<file path="src/rtl/fsr_pkg.sv">
`timescale 1ns/1ps
package fsr_pkg;
  localparam int EXC_W   = 5;
  localparam int EXC_NX  = 0;
  localparam int VER_W   = 3;
  localparam int REG_W   = 32;

  typedef enum logic [1:0] {
    FTT_NONE  = 2'd0,
    FTT_IEEE  = 2'd1,
    FTT_UNFIN = 2'd2
  } ftt_e;

  typedef struct packed {
    logic [VER_W-1:0] ver;
    ftt_e             ftt;
    logic             ns;
    logic [EXC_W-1:0] tem;
    logic [EXC_W-1:0] aexc;
    logic [EXC_W-1:0] cexc;
  } fsr_t;

  localparam int FSR_W = $bits(fsr_t);
  localparam int WR_W  = FSR_W - VER_W;
endpackage

</file>
<file path="src/rtl/fsr_classify.sv">
`timescale 1ns/1ps
module fsr_classify
  import fsr_pkg::*;
#(
  parameter int DATA_W = 32
) (
  input  fsr_t              cur,
  input  logic [EXC_W-1:0]  op_exc,
  input  logic              op_dn,
  input  logic [DATA_W-1:0] op_data,
  output fsr_t              nxt,
  output logic [DATA_W-1:0] res_data,
  output logic              trap
);
  logic [EXC_W-1:0] exc;

  always_comb begin
    nxt      = cur;
    res_data = op_data;
    trap     = 1'b0;
    exc      = op_exc;
    if (op_dn && !cur.ns) begin
      trap    = 1'b1;
      nxt.ftt = FTT_UNFIN;
    end else begin
      if (op_dn) begin
        res_data    = {op_data[DATA_W-1], {(DATA_W-1){1'b0}}};
        exc[EXC_NX] = 1'b1;
      end
      nxt.cexc = exc;
      if (|(exc & cur.tem)) begin
        trap    = 1'b1;
        nxt.ftt = FTT_IEEE;
      end else begin
        nxt.aexc = cur.aexc | exc;
      end
    end
  end
endmodule

</file>
<file path="src/rtl/fsr_regfile.sv">
`timescale 1ns/1ps
module fsr_regfile
  import fsr_pkg::*;
(
  input  logic             clk,
  input  logic             rst_n,
  input  logic             we,
  input  logic [REG_W-1:0] wdata,
  input  logic             upd,
  input  fsr_t             nxt,
  output fsr_t             cur,
  output logic [REG_W-1:0] rdata
);
  fsr_t wr_val;
  logic unused_wbits;

  assign unused_wbits = ^wdata[REG_W-1:WR_W];

  always_comb begin
    wr_val     = fsr_t'({{VER_W{1'b0}}, wdata[WR_W-1:0]});
    wr_val.ver = '0;
  end

  always_ff @(posedge clk) begin
    if (!rst_n)      cur <= '0;
    else if (we)     cur <= wr_val;
    else if (upd)    cur <= nxt;
  end

  assign rdata = {{(REG_W-FSR_W){1'b0}}, cur};

  AST_VER_READS_ZERO: assert property (@(posedge clk) disable iff (!rst_n)
    we |=> rdata[REG_W-1:WR_W] == '0);
  AST_WRITE_WINS: assert property (@(posedge clk) disable iff (!rst_n)
    we |=> rdata[WR_W-1:0] == $past(wdata[WR_W-1:0]));
endmodule

</file>
<file path="src/rtl/fsr_out_stage.sv">
`timescale 1ns/1ps
module fsr_out_stage #(
  parameter int DATA_W = 32
) (
  input  logic              clk,
  input  logic              rst_n,
  input  logic              in_valid,
  output logic              in_ready,
  input  logic [DATA_W-1:0] in_data,
  input  logic              in_trap,
  output logic              out_valid,
  input  logic              out_ready,
  output logic [DATA_W-1:0] out_data,
  output logic              out_trap
);
  assign in_ready = !out_valid || out_ready;

  always_ff @(posedge clk) begin
    if (!rst_n) begin
      out_valid <= 1'b0;
      out_data  <= '0;
      out_trap  <= 1'b0;
    end else if (in_ready) begin
      out_valid <= in_valid;
      if (in_valid) begin
        out_data <= in_data;
        out_trap <= in_trap;
      end
    end
  end

  AST_HOLD_STALLED: assert property (@(posedge clk) disable iff (!rst_n)
    (out_valid && !out_ready) |=> (out_valid && $stable(out_data) && $stable(out_trap)));
endmodule

</file>
<file path="src/rtl/fsr_ftz_unit.sv">
`timescale 1ns/1ps
module fsr_ftz_unit
  import fsr_pkg::*;
#(
  parameter int DATA_W = 32
) (
  input  logic              clk,
  input  logic              rst_n,
  input  logic              op_valid,
  output logic              op_ready,
  input  logic [EXC_W-1:0]  op_exc,
  input  logic              op_dn_opnd,
  input  logic              op_dn_res,
  input  logic [DATA_W-1:0] op_data,
  output logic              res_valid,
  input  logic              res_ready,
  output logic [DATA_W-1:0] res_data,
  output logic              res_trap,
  input  logic              sw_we,
  input  logic [REG_W-1:0]  sw_wdata,
  output logic [REG_W-1:0]  sw_rdata
);
  fsr_t              cur;
  fsr_t              nxt;
  logic [DATA_W-1:0] cls_data;
  logic              cls_trap;
  logic              op_dn;
  logic              fire;

  assign op_dn = op_dn_opnd | op_dn_res;
  assign fire  = op_valid && op_ready;

  fsr_classify #(.DATA_W(DATA_W)) u_cls (
    .cur(cur), .op_exc(op_exc), .op_dn(op_dn), .op_data(op_data),
    .nxt(nxt), .res_data(cls_data), .trap(cls_trap)
  );

  fsr_regfile u_reg (
    .clk(clk), .rst_n(rst_n), .we(sw_we), .wdata(sw_wdata),
    .upd(fire), .nxt(nxt), .cur(cur), .rdata(sw_rdata)
  );

  fsr_out_stage #(.DATA_W(DATA_W)) u_out (
    .clk(clk), .rst_n(rst_n),
    .in_valid(op_valid), .in_ready(op_ready),
    .in_data(cls_data), .in_trap(cls_trap),
    .out_valid(res_valid), .out_ready(res_ready),
    .out_data(res_data), .out_trap(res_trap)
  );

  AST_FLUSH_SIGNED_ZERO: assert property (@(posedge clk) disable iff (!rst_n)
    (fire && cur.ns && op_dn) |=>
      (res_valid && res_data == {$past(op_data[DATA_W-1]), {(DATA_W-1){1'b0}}}));
  AST_UNFIN_REPORTED: assert property (@(posedge clk) disable iff (!rst_n)
    (fire && !cur.ns && op_dn && !sw_we) |=>
      (res_trap && sw_rdata[17:16] == 2'd2 && $stable(sw_rdata[9:0])));
  AST_ACCRUED_KEPT_ON_TRAP: assert property (@(posedge clk) disable iff (!rst_n)
    (fire && cls_trap && !sw_we) |=> $stable(sw_rdata[9:5]));
endmodule

</file>
<file path="config.mk">
export PLATFORM = sky130hd
export DESIGN_NAME = fsr_ftz_unit
export DESIGN_NICKNAME = d
export VERILOG_FILES = /design/src/rtl/fsr_pkg.sv /design/src/rtl/fsr_classify.sv /design/src/rtl/fsr_regfile.sv /design/src/rtl/fsr_out_stage.sv /design/src/rtl/fsr_ftz_unit.sv
export SDC_FILE = /design/constraint.sdc
export NUM_CORES = 1
export LEC_CHECK = 0
export BUFFER_PORTS_ARGS = -buffer_cell sky130_fd_sc_hd__buf_2
export CAP_MARGIN = 40
export CELL_PAD_IN_SITES_DETAIL_PLACEMENT = 1
export CELL_PAD_IN_SITES_GLOBAL_PLACEMENT = 2
export CORE_MARGIN = 2
export CORE_UTILIZATION = 21
export CTS_BUF_LIST = sky130_fd_sc_hd__clkbuf_4 sky130_fd_sc_hd__clkbuf_8
export DETAILED_ROUTE_END_ITERATION = 8
export PLACE_DENSITY_LB_ADDON = 0.1
export SYNTH_ARGS = -nofsm -noshare
export SYNTH_HDL_FRONTEND = slang
export SYNTH_SLANG_ARGS = --single-unit
</file>
<file path="constraint.sdc">
create_clock -name clk -period 1.52 [get_ports clk]
set_input_delay 0.076 -clock clk [delete_from_list [all_inputs] [get_ports clk]]
set_output_delay 0.076 -clock clk [all_outputs]
set_load 0.02 [all_outputs]
</file>
Word-level counts from Yosys, hierarchy flattened
Index checks and enable logic that the tools add are counted.
- output and inout bits: 67
- memories: 0
- latch bits: 0
- bits in registers: 52
- memory bits (read-only): 0
- bits of input ports: 76
- memory bits (writable): 0
- shifts and indexed selects: 0
- bitwise gates (word level): 3
- $lt $le $gt $ge: 0
- multiply operators: 0
- div/mod/pow operators: 0
- eq/ne operators: 2
- reductions and logical operators: 12
- $add $sub $neg: 0
- mux-type cells: 12
- operators by type and width (kind ; count):
    31-bit 2-to-1 mux ; 2
    18-bit 2-to-1 mux ; 2
    10-bit 2-to-1 mux ; 1
    2-bit AND reduction ; 3
    5-bit AND ; 1
    5-bit 2-to-1 mux ; 1
    5-bit OR ; 1
    5-bit OR reduction ; 1
    1-bit 2-to-1 mux ; 4
    2-bit 2-to-1 mux ; 2
    2-bit inequality test (second input constant) ; 2
    3-bit AND reduction ; 1
    3-bit nonzero test ; 1
    1-bit logical AND ; 2
    1-bit zero test ; 2
    2-bit nonzero test ; 1
    1-bit logical OR ; 1
    1-bit OR ; 1

Depth between registers and ports, before layout
Gate-level depths: netlist of run 1.
- depth in word-level cells: 9
- depth in mapped cells: 7
- mapped depth without buffers: 5

By module
From an unflattened synthesis of run 1, not the netlist that was laid out.
- cell total of the unflattened synthesis: 340
- area total of the unflattened synthesis: 3228.1 sq um
- by module, submodules not included (module ; instances ; area each (sq um) ; cells an instance):
    fsr_out_stage ; 1 ; 1395.1 ; 148
    fsr_regfile ; 1 ; 1338.8 ; 122
    fsr_classify ; 1 ; 481.7 ; 68
    fsr_ftz_unit ; 1 ; 12.5 ; 2

Worst setup path before layout of run 1
No wires, ideal clock.
- kind: reg2reg
- start: register, netlist name u_reg.cur[15]
- end: register, netlist name u_reg.cur[17]
- clock period less this slack: 1.596 ns
- setup time: 0.115 ns
- stages on the path, launching flop included: 5
- required time: 1.405 ns
- data arrival time: 1.482 ns
- slack: -0.076 ns
- cells stage by stage: dfxtp_1 > o21ba_1 > or3_4 > or3_1 > and2_1
- cells in the longest elaborated chain, start to end: 5
- elaborated cells on any way between the ends: 7
- classes of those cells: mux: 3; reduce/logical: 4
- ends and longest elaborated chain (element ; RTL line ; text):
    1-bit zero test (*) ; fsr_classify.sv:22 ; if (op_dn && !cur.ns) begin
    1-bit logical AND (*) ; fsr_classify.sv:22 ;
    2-bit 2-to-1 mux ; fsr_classify.sv:22 ;
    18-bit 2-to-1 mux ; fsr_regfile.sv:27 ; else if (upd) cur <= nxt;
    18-bit 2-to-1 mux ; fsr_regfile.sv:26 ; else if (we) cur <= wr_val;
Mark *: on every way between the ends. The rest lies on a longest branch, timed or not. The select of a mux whose other input is x is not followed.
A chain may end at the register's enable or synchronous reset.

Worst setup path in the final report of run 1
- start: register, netlist name u_reg.cur[15]
- end: register, netlist name u_reg.cur[17]
- cells in the longest elaborated chain, start to end: 5
- elaborated cells on any way between the ends: 7
- classes of those cells: mux: 3; reduce/logical: 4
- ends and longest elaborated chain (element ; RTL line):
    1-bit zero test (*) ; fsr_classify.sv:22
    1-bit logical AND (*) ; fsr_classify.sv:22
    2-bit 2-to-1 mux ; fsr_classify.sv:22
    18-bit 2-to-1 mux ; fsr_regfile.sv:27
    18-bit 2-to-1 mux ; fsr_regfile.sv:26
Marks and branches as above.

==> reports/results.txt, run 1 <==
Library cells used by synthesis: 30
Layout cells sized above 1: 0.4578
Switching power total: 899.8 µW
Crit path required time: 1.74 ns
Number of diodes: 0
H-tree depth: 2
Clock Power Share: 0.289
Post-synth top area cell: dfxtp_1
Vias in the first global route: 1,943
Global-route wire length before repair: 10,410 µm
Critical path arrival: 1.66 ns
Area occupied by multi-input gates: 979.7 µm²
Clock sinks: 52
Critical setup path kind: reg2reg
Status: finished, final reports clean
1st-pass router iterations: 4
Synth Cell Area: 2140 µm²
DIE HEIGHT: 104.9 µm
Tot GR Track Use: 0.1214
WP depth: 4
Worst path slowest cell: or3_4
TNS Setup: 0 ns
Worst R2R Path Depth: 4
P_int: 2075 µW
Critical R2R Launch: u_reg.cur[15]$_SDFFE_PN0P_
Maxcap violations: 0
GP Congestion: 0.7152
CTS tree: built
Via-to-Cell Ratio: 4.254
Post-synthesis cell count: 215
Crit path cell chain: o21ba_1 -> or3_4 -> or3_4 -> and2_1
Origin of the worst setup path: u_reg.cur[15]$_SDFFE_PN0P_
Final Non-Filler Cells: 465
Crit-path max cell delay: 0.37 ns
Die ar.: 11,010 µm²
Final min period: 1.449 ns
Initial DRC count: 54
Share of power burned in registers: 0.503
Comb power frac: 0.209
Rows: 36
Skew final: 0.01032 ns
Max VDD drop: 0.0004139 V
Pin count of the biggest net entering global routing: 32
Min Hold Slack: 0.01074 ns
Core Region: 9819 µm²
Remaining global-route overflow: 0
Crit path to: u_reg.cur[17]$_SDFFE_PN0P_
Crit Path Max Fanout: 4
DRC errors left: 0
Skew-Pair Late Insertion Delay: 0.31 ns
CTS buffer count: 5
I/O pin total: 143
Starting Density: 0.2179
CP endpoint kind: register
Worst-path clk slew: 0.10 ns
Total wire length: 6762 µm
Post-synth top area share: 0.4865
Buffers on Ports: 114
Leak: 0.001408 µW
R2R Path End: u_reg.cur[17]$_SDFFE_PN0P_
Routed WL per cell: 14.54 µm
Register area share after synthesis: 0.4865
FMAX: 0.6900 GHz
Final nets: 407
Reg2Reg Setup Slack: 0.07 ns
Setup violations, final: 0
Layout area overhead: 38.48%
YS warnings: 0
Max clock buf depth: 2
Sw frac: 0.3025
Reg area: 1044 µm²
Die Wd: 104.9 µm
Synthesized area per cell: 9.951 µm²
Detailed placement HPWL: 4881 µm
Max Slew Vio Count: 0
Kind of cell adding the most delay to the critical path: simple AND/OR/NAND/NOR gates
Worst path most repeated cell: or3_4
Pwr per Cell Area: 1004 nW/µm²
Period utilisation layout: 0.9534
Root Driver: clkbuf_8
Dpl cells: 457
Vias: 1,978
Worst hold path class: in2reg
Post-route ant nets: 0
CP Buf/Inv Count: 0
Synth area leaders: dfxtp_1, a22oi_1, nor2b_1
Seq cells post-synth: 52
Fill count: 1,195
Initial antenna violation count: 0
Hold Fails Final Rpt: 0
RSZ-0062 raised after global routing: true
Worst Setup Start Kind: register
[cells in the mapped netlist, drive strengths merged]
master,count
nor2b,38
a211oi,1
a22oi,32
buf,21
nor2,1
and2,1
and3,1
nor3,1
nand2,12
o21ai,7
mux2,5
a21oi,2
conb,1
inv,4
and4,1
or3,3
a22o,7
o21ba,1
dfxtp,52
mux2i,6
a21boi,4
o221ai,1
a31oi,5
clkbuf,8
[kinds of logic (layout without fill, tap and decap cells)]
family / count (synthesis) / in the layout / share of synthesized area
compound gates: 60 / 60 / 0.2076
other cells: 1 / 14 / 0.001753
flops: 52 / 52 / 0.4866
simple gates: 58 / 58 / 0.1643
mux: 11 / 11 / 0.05439
buf+inv: 33 / 137 / 0.08538
[how the worst min path moves through the flow]
stage | from | to | slack [ns] | cells after the start
5_1_grt | sw_wdata[12] | u_reg.cur[12]$_SDFFE_PN0P_ | 0.01 | 3
3_3_place_gp | op_data[17] | u_out.out_data[17]$_SDFFE_PN0P_ | 0.33 | 3
3_5_place_dp | op_data[31] | u_out.out_data[31]$_SDFFE_PN0P_ | 0.34 | 3
2_1_floorplan | op_exc[3] | u_reg.cur[8]$_SDFFE_PN0P_ | 0.20 | 1
6_report | op_exc[2] | u_reg.cur[7]$_SDFFE_PN0P_ | 0.01 | 2
4_1_cts | op_data[31] | u_out.out_data[31]$_SDFFE_PN0P_ | 0.001 | 3
[through the flow]
step	setup slack [ns]	power [µW]	util	instance area (µm²)
2_1_floorplan	0.005108	1914	-	2196
3_3_place_gp	0.08758	2147	0.2913	2860
3_5_place_dp	0.06877	2155	0.2913	2860
4_1_cts	0.05435	3030	0.3007	2953
5_1_grt	-0.01053	3140	0.3017	2963
6_report	0.07080	2975	0.3017	2963
[flip-flops by register name, indices dropped and copies added (netlist names)]
register         cells
u_out.out_data      32
u_out.out_trap       1
u_out.out_valid      1
u_reg.cur           18
[power by group through the flow]
stage          sequential (µW)  combinational (µW)  clock (µW)
6_report                  1490                 621         859
5_1_grt                   1510                 680         952
4_1_cts                   1500                 630         904
3_5_place_dp              1530                 628           0
3_3_place_gp              1520                 623           0
2_1_floorplan             1630                 283           0
[layer usage]
| metal | vias up | part of all wire | track usage |
|---|---|---|---|
| met4 | 0 | 0.012 | 0.03714 |
| met5 | - | 0 | 0 |
| li1 | 958 | - | - |
| met2 | 74 | 0.48 | 0.2032 |
| met1 | 941 | 0.45 | 0.1534 |
| met3 | 5 | 0.058 | 0.02994 |
[final cells by class]
cell class | instances | share of cell area
Clock buffer | 6 | 0.02787
Clock inverter | 2 | 0.003378
Inverter | 4 | 0.005068
Multi-Input combinational cell | 143 | 0.3307
Sequential cell | 52 | 0.3522
Tap cell | 133 | 0.05617
Timing Repair Buffer | 125 | 0.2247
[what timing repair did]
action,CTS,global route
setup endpoints to repair,0,4
setup buffers,0,0
gates resized for setup,0,2
hold buffers,0,0
[placed cells by master (no fill, tap or decap), types with 4 or more instances in the layout]
master / synthesis / layout
buf_2: 5 / 114
buf_4: 14 / 10
mux2_2: 5 / 5
a22oi_1: 32 / 31
nand2_1: 12 / 12
clkbuf_8: 0 / 6
conb_1: 1 / 14
nor2b_1: 37 / 37
o21ai_0: 7 / 7
a31oi_1: 5 / 5
a22o_2: 4 / 4
dfxtp_1: 52 / 50
mux2i_1: 6 / 6
inv_1: 4 / 4
(Power assumes the default switching activity.)
==> run 2: changes to the inputs <==
- CELL_PAD_IN_SITES_DETAIL_PLACEMENT: 1 -> default
- CELL_PAD_IN_SITES_GLOBAL_PLACEMENT: 2 -> default
- CORE_UTILIZATION: 21 -> 39
- PLACE_DENSITY: default -> 0.79
- PLACE_DENSITY_LB_ADDON: 0.1 -> default
==> run 2 against run 1 <==
  * Combinational power shrank 5.8%
  * Setup slack lost 0.0059 ns
  * Utilization grew 24 points
  * Design area shrank 4.0%
  * Critical endpoint unchanged
==> reports/results.txt, run 2 (same netlist as run 1, synthesis figures left out) <==
Largest reg by FF count: u_out.out_data
Worst Setup Start Kind: register
Kind of cell adding the most delay to the critical path: simple AND/OR/NAND/NOR gates
Pin count of the biggest net entering global routing: 25 (-22%)
Starting Density: 0.4111 (+0.1932)
Die Wd: 78.07 µm (-26%)
H-tree depth: 2 (unchanged)
Skew final: 0.01124 ns (+0.0009246 ns)
Most common cell after layout, fill and taps aside: buf_2
Detailed placement HPWL: 3863 µm (-21%)
Initial DRC count: 55 (+1.9%)
Buffers on Ports: 114 (unchanged)
Initial antenna violation count: 0 (unchanged)
Via-to-Cell Ratio: 4.757 (+12%)
Remaining global-route overflow: 0 (unchanged)
Routed WL per cell: 12.81 µm (-12%)
Max Slew Vio Count: 0 (unchanged)
Core Region: 5205 µm² (-47%)
Largest registers: u_out.out_data x32, u_reg.cur x18
DIE HEIGHT: 78.07 µm (-26%)
Layout cells sized above 1: 0.4498 (-0.007983)
Hold Fails Final Rpt: 0 (unchanged)
Number of diodes: 0 (unchanged)
CP endpoint kind: register
Reg2Reg Setup Slack: 0.06 ns (about the same)
Vias in the first global route: 1,792 (-7.8%)
CTS buffer count: 5 (unchanged)
Layout area overhead: 32.92%
Leak: 0.001386 µW (-1.6%)
Setup violations, final: 0 (unchanged)
Worst-path clk slew: 0.09 ns (about the same)
I/O pin total: 143 (unchanged)
Fill count: 504 (-58%)
Max clock buf depth: 2 (unchanged)
CP Buf/Inv Count: 0 (unchanged)
Worst path slowest cell: or3_1
Post-route ant nets: 0 (unchanged)
Die ar.: 6094 µm² (-45%)
Skew-Pair Late Insertion Delay: 0.30 ns (about the same)
RSZ-0062 raised after global routing: false
Critical path arrival: 1.65 ns (about the same)
Vias: 1,898 (-4.0%)
1st-pass router iterations: 4 (unchanged)
PnR worst setup slack: 0.06492 ns (-0.005875 ns)
Crit-path max cell delay: 0.36 ns (about the same)
Area occupied by multi-input gates: 969.7 µm² (-1.0%)
Critical setup path kind: reg2reg
Final min period: 1.455 ns (+0.005875 ns)
Crit Path Max Fanout: 4 (unchanged)
Global-route wire length before repair: 7969 µm (-23%)
Total wire length: 5112 µm (-24%)
TNS Setup: 0 ns (unchanged)
FMAX: 0.6872 GHz (-0.40%)
Period utilisation layout: 0.9573 (+0.003865)
CTS tree: built
DRC errors left: 0 (unchanged)
Reg area: 1044 µm² (unchanged)
Commonest non-fill, non-tap cells in the layout: buf_2, dfxtp_1, nor2b_1
GP Congestion: 0.7826 (+9.4%)
Max VDD drop: 0.0005646 V (+36%)
Pwr per Cell Area: 1023 nW/µm² (+1.9%)
Final nets: 404 (-0.74%)
Maxcap violations: 0 (unchanged)
Root Driver: clkbuf_8
Crit path cell chain: o21ba_2 -> or3_4 -> or3_1 -> and2_1
Tot GR Track Use: 0.1617 (+0.04034)
Status: finished, final reports clean
Clock sinks: 52 (unchanged)
Rows: 26 (-28%)
Dpl ws: 0.06473 ns (-0.004038 ns)
Crit path required time: 1.71 ns (-0.03 ns)
Max reg flops: 32 (unchanged)
Worst hold path class: in2reg
-- run 2: cell count changes in the layout (fill, tap and decap cells not counted), sizes merged --
| cell | previous run | this run |
|---|---|---|
| clkbuf | 6 | 8 |
| buf | 125 | 122 |
| clkinv | 2 | 0 |
-- run 2: metrics by stage --
stage          utilization  instance area (µm²)  hold WS, ns  total power, µW  instances
2_1_floorplan            -                 2196       0.2015             1914        228
3_3_place_gp        0.5276                 2746       0.3300             2102        391
3_5_place_dp        0.5276                 2746       0.3351             2113        391
4_1_cts             0.5464                 2844      0.01148             2943        399
5_1_grt             0.5464                 2844      0.02167             3053        399
6_report            0.5464                 2844      0.02338             2908        399
-- run 2: repair_timing --
action                                  CTS  global route
buffers inserted                          0             0
endpoints found under the setup margin    0             1
gates resized for setup                   0             1
hold buffers                              0             0
-- run 2: where the power goes --
part	total [µW]	switching [µW]	internal, µW
combinational	585	339	246
sequential	1490	45.1	1450
clock	829	421	408
-- run 2: path summary, 6_finish.rpt --
check	cells past startpoint	end	startpoint
hold / removal	3	u_out.out_data[31]$_SDFFE_PN0P_	op_data[31]
hold reg to reg	2	u_reg.cur[1]$_SDFFE_PN0P_	u_reg.cur[1]$_SDFFE_PN0P_
setup reg to reg	4	u_reg.cur[17]$_SDFFE_PN0P_	u_reg.cur[15]$_SDFFE_PN0P_
setup / recovery	4	u_reg.cur[17]$_SDFFE_PN0P_	u_reg.cur[15]$_SDFFE_PN0P_
-- run 2: area by class of cell --
cell class / count / share of cell area
inverter: 4 / 0.005279
clock buffer: 8 / 0.03432
sequential: 52 / 0.3669
tap: 70 / 0.03080
timing repair buffer: 122 / 0.2217
multi-input combinational: 143 / 0.3410
-- run 2: tightest hold or removal path: stages --
cell and delay [ns]:
buf_2 0.10, nand2_1 0.04, a21boi_0 0.06
-- run 2: metal layers --
layer	GRT usage	share of wire	vias to the layer above
li1	-	-	950
met1	0.1945	0.44	861
met2	0.2862	0.48	80
met3	0.03908	0.064	7
met4	0.04737	0.0098	0
met5	0	0	-
==> run 3: changes to the inputs <==
- clock period: 1.52 -> 1.2 ns (I/O delays scaled with it)
==> run 3 against run 2 <==
  * The flow now finishes with violations (setup timing)
  * Critical path type unchanged
  * Non-clock buffer count up 26
  * Critical endpoint unchanged
  * Worst hold slack worse by 0.018 ns
  * Design area up 21%
  * Maximum frequency up 3.5%
  * Clock skew down 0.0056 ns
  * Total power up 37%
  * Global-route usage up 2.7 points
==> reports/results.txt, run 3 (same netlist as run 1, synthesis figures left out) <==
Status: finished with violations
Failing checks: setup timing
Commonest non-fill, non-tap cells in the layout: buf_2, dfxtp_1, nor2b_1
Final min period: 1.406 ns (-0.04940 ns)
Maxcap violations: 0 (unchanged)
Initial antenna violation count: 0 (unchanged)
Period utilisation layout: 1.171 (+0.2141)
Pwr per Cell Area: 1155 nW/µm² (+13%)
Max clock buf depth: 2 (unchanged)
DIE HEIGHT: 78.07 µm (unchanged)
Hold Fails Final Rpt: 0 (unchanged)
Skew final: 0.005622 ns (-0.005621 ns)
Routed WL per cell: 14.14 µm (+10%)
FMAX: 0.7114 GHz (+3.5%)
Die Wd: 78.07 µm (unchanged)
Vias in the first global route: 1,958 (+9.3%)
Worst path most repeated cell: or3_4
Rows: 26 (unchanged)
Worst hold path class: in2reg
H-tree depth: 2 (unchanged)
RSZ-0062 raised after global routing: true
Initial DRC count: 95 (+73%)
Starting Density: 0.4111 (unchanged)
Layout area overhead: 60.99%
Via-to-Cell Ratio: 4.788 (+0.66%)
Dpl ws: -0.2058 ns (-0.2705 ns)
TNS Setup: -5.450 ns (-5.450 ns)
Post-route ant nets: 0 (unchanged)
Max reg flops: 32 (unchanged)
Skew-Pair Late Insertion Delay: 0.29 ns (about the same)
Die ar.: 6094 µm² (unchanged)
Number of diodes: 0 (unchanged)
Tot GR Track Use: 0.1883 (+0.02660)
Most common cell after layout, fill and taps aside: buf_2
GP Congestion: 0.7379 (-5.7%)
Min Hold Slack: 0.005711 ns (-0.01767 ns)
Worst-path clk slew: 0.09 ns (about the same)
Pin count of the biggest net entering global routing: 34 (+36%)
Global-route wire length before repair: 9128 µm (+15%)
Crit Path Max Fanout: 3 (-1)
Detailed placement HPWL: 3975 µm (+2.9%)
Crit path required time: 1.40 ns (-0.31 ns)
Max Slew Vio Count: 0 (unchanged)
Crit-path max cell delay: 0.36 ns (about the same)
Worst path slowest cell: or3_4
DRC errors left: 0 (unchanged)
Max VDD drop: 0.0007307 V (+29%)
Buffers on Ports: 114 (unchanged)
CTS hold repair buffers: 0 (unchanged)
Critical path arrival: 1.60 ns (-0.05 ns)
Layout cells sized above 1: 0.6028 (+0.1530)
Largest reg by FF count: u_out.out_data
Worst Setup Start Kind: register
Final nets: 430 (+6.4%)
Crit path cell chain: nor2b_4 -> or3_4 -> or3_4 -> and2_4
Vias: 2,035 (+7.2%)
Root Driver: clkbuf_8
CTS buffer count: 5 (unchanged)
CP endpoint kind: register
Largest registers: u_out.out_data x32, u_reg.cur x18
Leak: 0.001612 µW (+16%)
1st-pass router iterations: 4 (unchanged)
Remaining global-route overflow: 0 (unchanged)
Critical setup path kind: reg2reg
Clock sinks: 52 (unchanged)
Post-layout utilization of the core: 0.6618 (+0.1154)
Setup violations, final: 45 (+45)
CTS tree: built
Total wire length: 6009 µm (+18%)
PnR worst setup slack: -0.2057 ns (-0.2706 ns)
I/O pin total: 143 (unchanged)
Core Region: 5205 µm² (unchanged)
[run 3: per-stage QoR]
stage / instances / power [µW] / area (µm²)
2_1_floorplan: 228 / 2508 / 2397
3_3_place_gp: 407 / 2808 / 3078
3_5_place_dp: 407 / 2825 / 3078
4_1_cts: 422 / 3985 / 3369
5_1_grt: 425 / 4192 / 3445
6_report: 425 / 3980 / 3445
[run 3: path summary, 6_finish.rpt]
path,startpoint,endpoint,slack (ns),depth (start not counted)
max reg2reg,u_out.out_valid$_SDFFE_PN0N_,u_reg.cur[17]$_SDFFE_PN0P_,-0.21,4
min,op_data[31],u_out.out_data[31]$_SDFFE_PN0P_,0.006,3
max,u_out.out_valid$_SDFFE_PN0N_,u_reg.cur[17]$_SDFFE_PN0P_,-0.21,4
min reg2reg,u_out.out_data[31]$_SDFFE_PN0P_,u_out.out_data[31]$_SDFFE_PN0P_,0.46,2
[run 3: final cells by class]
| cell class | instances | area, µm² |
|---|---|---|
| Clock buffer | 8 | 97.59 |
| Fill cell | 448 | 1760 |
| Inverter | 4 | 20.02 |
| Multi-Input combinational cell | 143 | 1186 |
| Sequential cell | 52 | 1050 |
| Tap cell | 70 | 87.58 |
| Timing Repair Buffer | 148 | 1003 |
[run 3: where the power goes]
| part | internal (µW) | leakage [µW] | total (µW) | switching (µW) |
|---|---|---|---|---|
| clock | 517 | 0.0000523 | 1040 | 524 |
| sequential | 1830 | 0.000430 | 1900 | 62.4 |
| combinational | 505 | 0.00113 | 1040 | 537 |
[run 3: layer usage]
layer / routed length, µm / vias up / track usage
li1: - / 1010 / -
met1: 2729 / 948 / 0.2322
met2: 2906 / 73 / 0.3276
met3: 339 / 4 / 0.04483
met4: 34 / 0 / 0.05439
met5: 0 / - / 0
[run 3: repair_timing]
| item | 4_1_cts | 5_1_grt |
|---|---|---|
| gates resized for setup | 19 | 5 |
| cloned | 4 | 2 |
| pin swaps | 11 | 4 |
| setup endpoints to repair | 45 | 46 |
| setup buffers | 4 | 1 |
[run 3: critical path: cells and delay by family, from the launching register on]
kind             cells  cell delay (ns)
AND/OR/NAND/NOR      4             0.97
flip-flops           1             0.35
